File: src/rtl/stall_guard.sv
module stall_guard #(
  parameter int BLANK_CYCLES = 1000,
  parameter int RETRY_CYCLES = 200,
  parameter int SLEEP_CYCLES = 500
) (
  input  logic       clk,
  input  logic       rst_n,
  input  logic       dir_a,
  input  logic       dir_b,
  input  logic       over_trip,
  input  logic [1:0] mode_code,
  input  logic       strap_en,
  input  logic       wake_evt,
  input  logic       fault_clr,
  output logic       stall_n,
  output logic       bridge_en,
  output logic       ref_int
);
  localparam int BW = $clog2(BLANK_CYCLES + 1);
  localparam int IW = $clog2(SLEEP_CYCLES + 1);
  localparam logic [BW-1:0] BLANK_LOAD = BW'(BLANK_CYCLES);
  localparam logic [IW-1:0] RETRY_END  = IW'(RETRY_CYCLES);
  localparam logic [IW-1:0] SLEEP_END  = IW'(SLEEP_CYCLES);
  localparam logic [1:0]    MODE_LATCH = 2'b00;

  logic [1:0]    a_sync, b_sync, o_sync;
  logic          run_d, en_q, strap_done, stall_q, lat_q;
  logic [BW-1:0] blank_cnt;
  logic [IW-1:0] idle_cnt;

  wire run     = a_sync[1] | b_sync[1];
  wire start   = run & ~run_d;
  wire over    = o_sync[1];
  wire release_now = stall_q & ~run &
                     (lat_q ? (idle_cnt >= SLEEP_END)
                            : (idle_cnt >= RETRY_END && !over));
  wire restart = start | wake_evt | fault_clr | release_now;
  wire detect  = en_q & run & (blank_cnt == '0) & over & ~stall_q;

  always_ff @(posedge clk or negedge rst_n) begin
    if (!rst_n) begin
      a_sync     <= '0;
      b_sync     <= '0;
      o_sync     <= '0;
      run_d      <= 1'b0;
      en_q       <= 1'b0;
      strap_done <= 1'b0;
      blank_cnt  <= BLANK_LOAD;
      idle_cnt   <= '0;
      stall_q    <= 1'b0;
      lat_q      <= 1'b0;
    end else begin
      a_sync <= {a_sync[0], dir_a};
      b_sync <= {b_sync[0], dir_b};
      o_sync <= {o_sync[0], over_trip};
      run_d  <= run;
      if (!strap_done) begin
        en_q       <= strap_en;
        strap_done <= 1'b1;
      end
      if (restart)
        blank_cnt <= BLANK_LOAD;
      else if (blank_cnt != '0)
        blank_cnt <= blank_cnt - 1'b1;
      if (run)
        idle_cnt <= '0;
      else if (idle_cnt < SLEEP_END)
        idle_cnt <= idle_cnt + 1'b1;
      if (detect) begin
        stall_q <= 1'b1;
        lat_q   <= (mode_code == MODE_LATCH);
      end else if (release_now) begin
        stall_q <= 1'b0;
        lat_q   <= 1'b0;
      end
    end
  end

  assign stall_n   = ~stall_q;
  assign bridge_en = ~lat_q;
  assign ref_int   = mode_code[1];

  AST_START_LOADS: assert property (@(posedge clk) disable iff (!rst_n)
    start |=> blank_cnt == BLANK_LOAD);
  AST_EVENT_REBLANK: assert property (@(posedge clk) disable iff (!rst_n)
    (wake_evt || fault_clr) |=> blank_cnt == BLANK_LOAD);
  AST_AFTER_BLANK: assert property (@(posedge clk) disable iff (!rst_n)
    $rose(stall_q) |-> ($past(blank_cnt) == '0 && $past(over)));
  AST_LATCH_OFF: assert property (@(posedge clk) disable iff (!rst_n)
    ($rose(stall_q) && $past(mode_code) == MODE_LATCH) |-> !bridge_en);
  AST_IDLE_RELEASE: assert property (@(posedge clk) disable iff (!rst_n)
    $fell(stall_q) |-> $past(!run));
  AST_FLAG_DRIVES: assert property (@(posedge clk) disable iff (!rst_n)
    ($rose(stall_q) && $past(mode_code) != MODE_LATCH) |-> bridge_en);
  AST_RETRY_QUIET: assert property (@(posedge clk) disable iff (!rst_n)
    ($fell(stall_q) && $past(!lat_q)) |-> $past(!over));
  AST_STRAP_OFF: assert property (@(posedge clk) disable iff (!rst_n)
    (strap_done && !en_q) |-> stall_n);
endmodule

File: config.mk
export PLATFORM = sky130hd
export DESIGN_NAME = stall_guard
export DESIGN_NICKNAME = d
export VERILOG_FILES = /design/src/rtl/stall_guard.sv
export SDC_FILE = /design/constraint.sdc
export NUM_CORES = 1
export LEC_CHECK = 0
export ABC_AREA = 1
export BUFFER_PORTS_ARGS = -buffer_cell sky130_fd_sc_hd__buf_2
export CELL_PAD_IN_SITES_DETAIL_PLACEMENT = 0
export CELL_PAD_IN_SITES_GLOBAL_PLACEMENT = 1
export CORE_ASPECT_RATIO = 2
export CORE_MARGIN = 2
export CORE_UTILIZATION = 40
export DETAILED_ROUTE_END_ITERATION = 12
export GPL_TIMING_DRIVEN = 1
export PLACE_DENSITY = 0.87
export SYNTH_ARGS = -nofsm -noshare
export SYNTH_HDL_FRONTEND = slang
export SYNTH_SLANG_ARGS = --single-unit
export TNS_END_PERCENT = 10
File: constraint.sdc
create_clock -name clk -period 1.3 [get_ports clk]
set_input_delay 0.26 -clock clk [delete_from_list [all_inputs] [get_ports clk]]
set_output_delay 0.26 -clock clk [all_outputs]
set_load 0.02 [all_outputs]
==> results.md <==
* Post-synth EDFFs at 0
* Reg2reg end: blank_cnt[8]
* # Post-CTS Setup Buffers at 0
* Most common cell after layout, fill and taps aside: nand2_1
* Core area at 3804 um^2
* Die Area at 4463 um^2
* Synth Warn # at 0
* Placed cell area at 1818 um^2
* Most common flop cell mapped by yosys: dfrtp_1
* Die Wd at ~48 um
* Peak VDD IR at 1222 uV
* Root Buffer: clkbuf_8
* Library cells used by synthesis at 29
* Final core utilization at 52.50%
* H-tree depth at 2
* Slew Viols, Final at 0
* CTS buffer count at 5
* Reg2reg path depth at 7
* Crit Path Max Fanout at 3
* R2R setup slack at 20 ps
* Power per cell area at 1055 nW/um^2
* Clk slew on worst S/H paths at 70 ps
* FP Rows at 32
* Hold Slack at about 80 ps
* Number of antenna diodes at 0
* Avg Inst Size Synth at approximately 8.4 um^2
* RSZ-0062 raised after global routing: yes
* Cell Area, Synth at between 1500 and 2000 um^2
* Min Tclk post-route at 1284 ps
* Critical path class: reg2reg
* Post-Route M1 WL at 1.183 mm
* Status: finished, final reports clean
* # setup viols final at 0
* Total Power at 0.002107 W
* Final Hold Violating Endpoints at 0
* P&R area growth vs syn at 27.48%
* Net Count, Synth at 201
* Dpl hpwl at 2.717 mm
* GRT Residual Overflow at 0
* Highest metal used: met4
* Clk sink count at 30
* Hold crit path type: in2reg
* Arrival time worst endpoint at 1510 ps
* Max Cap Viol at 0
* Fmax at a little under 800 MHz
* Remaining antenna violation count at 0
* Port Buffers at 12
* Data required time of the worst path at roughly 1500 ps
* Starting Density at 41.18%
* First-pass GRT wire length at just over 6 mm
* Worst Hold End: o_sync[0]
* Crit share post-route at 98.78%
* Initial antenna violation count at 0
* Buffer depth of the longest clock path at 2
* RR Startpoint: blank_cnt[1]
* Worst Setup End Kind: flip-flop
* Most frequent cells in the layout: nand2_1 (41), inv_1 (23), dfrtp_1 (22), nor2_1 (21), buf_4 (15)
* Share of cells above drive strength 1 at 33.18%
* CTS tree: done
* Routed WL per cell at roughly 13 um
* Hold_sp: over_trip
* Die height at ~93 um
* # nets final at 236
* Post-Route Skew at around 3.1 ps
* Metal3 WL at between 70 and 80 um
* Vias per inst at 4.832
* DR WL met2 at 2.043 mm
* First-pass DRT Iterations at 4
* Initial drt markers at 18
* Flops & latches, synth at 30
* Gr usage total at roughly a fifth
* Largest net degree at the start of global routing at 31
* Ys async rst share at 100.0%
* LEAKAGE at 0.9801 nW
* DRC at 0
* Gpl congestion at 0.8854
* Final wirelength at 3.523 mm
* I/O pins at 13
* Worst skew pair latency at 280 ps
* Syn Inst Count at 187
* Vias in the first global route at 1467
* Post-synthesis sequential area ratio at 48.40%
* Hold Path Depth at 1
* Startpoint types: flip-flop
* Post-route design area at between 1500 and 2000 um^2
* Vias at 1324
how the worst max path moves through the flow:
stage                 start            to  slack, ps  cells after the start
2_1_floorplan  blank_cnt[0]  blank_cnt[4]         40                      9
3_3_place_gp   blank_cnt[1]  blank_cnt[1]        -10                      8
3_5_place_dp   blank_cnt[1]  blank_cnt[4]        -50                     10
4_1_cts         idle_cnt[0]   idle_cnt[8]        -10                      6
5_1_grt        blank_cnt[1]  blank_cnt[4]        -80                     10
6_report       blank_cnt[1]  blank_cnt[8]         20                      7
layer usage:
metal	vias to the layer above	track usage, %
met4	0	13.51
met5	-	0
met2	23	34.32
li1	657	-
met1	627	18.09
met3	17	3.899
flip-flops by register name (all words and copies together) (netlist names):
signal,cells
lat_q,1
o_sync,2
run_d,1
en_q,1
blank_cnt,10
idle_cnt,9
strap_done,1
stall_q,1
a_sync,2
b_sync,2
metrics by stage:
| stage | std cells | setup WS, ps | TNS [ps] |
|---|---|---|---|
| floorplan | 187 | 40.48 | 0 |
| global placement | 265 | -13.51 | -20.09 |
| detailed placement | 265 | -45.64 | -153.0 |
| CTS | 274 | -11.79 | -11.79 |
| global route | 274 | -76.49 | -579.1 |
| finish | 274 | 15.90 | 0 |
what timing repair did:
item / in CTS / in global routing
resized for setup: 6 / 13
hold buffers: 1 / 0
pin swaps: 1 / 4
hold endpoints to repair: 24 / 0
setup endpoints to repair: 7 / 15
cell families (layout without fill, tap and decap cells):
logic type                 Yosys count  count (layout)  synth area share [%]
DFF                                 30              30                 48.40
buffers and inverters               28              64                 7.028
AOI/OAI and AO/OA                   15              15                 5.991
muxes                                1               1                0.7188
and+or+nand+nor                    106             106                 33.31
other                                1               1                0.2394
adders and majority gates            4               4                 3.195
xor gates and xnor gates             2               2                 1.118
cell usage after synthesis, types with 2 or more instances:
master | n | share of area (%)
dfrtp_1 | 24 | 38
nand3b_1 | 2 | 0.96
xor2_1 | 2 | 1.1
nand3_1 | 15 | 4.8
nor2_4 | 3 | 2.2
nor2_1 | 24 | 5.8
o21ai_0 | 6 | 1.9
dfstp_2 | 6 | 10
nand4_1 | 7 | 2.8
a21oi_1 | 4 | 1.3
nand2_4 | 4 | 2.9
nand2_1 | 44 | 11
ha_1 | 4 | 3.2
nand2_2 | 2 | 0.80
inv_1 | 26 | 6.2
critical path, cell delays in order, from the launching register on:
cell and delay (ps):
dfrtp_1 390, inv_2 100, ha_1 170, nand2_1 110
nor2_1 170, xor2_1 160, nand2_1 60, nand3_1 70
area by class of cell:
class                   count  area, um^2
multi-input cells         129       747.0
inverters                  26       97.59
repair buffers             30       214.0
clock buffers               5       68.82
clock inverters             3       45.04
well taps                  51       63.81
flip-flops and latches     30       760.7
fillers                   376        1807
report_power, final:
| group | leakage [nW] | total, W | internal, W | switching (W) |
|---|---|---|---|---|
| Sequential | 0.365 | 0.000984 | 0.000965 | 0.0000195 |
| Clock | 0.0504 | 0.000932 | 0.000569 | 0.000363 |
| Combinational | 0.565 | 0.000190 | 0.0000855 | 0.000104 |
No activity file was read; power rests on OpenSTA's default activity.
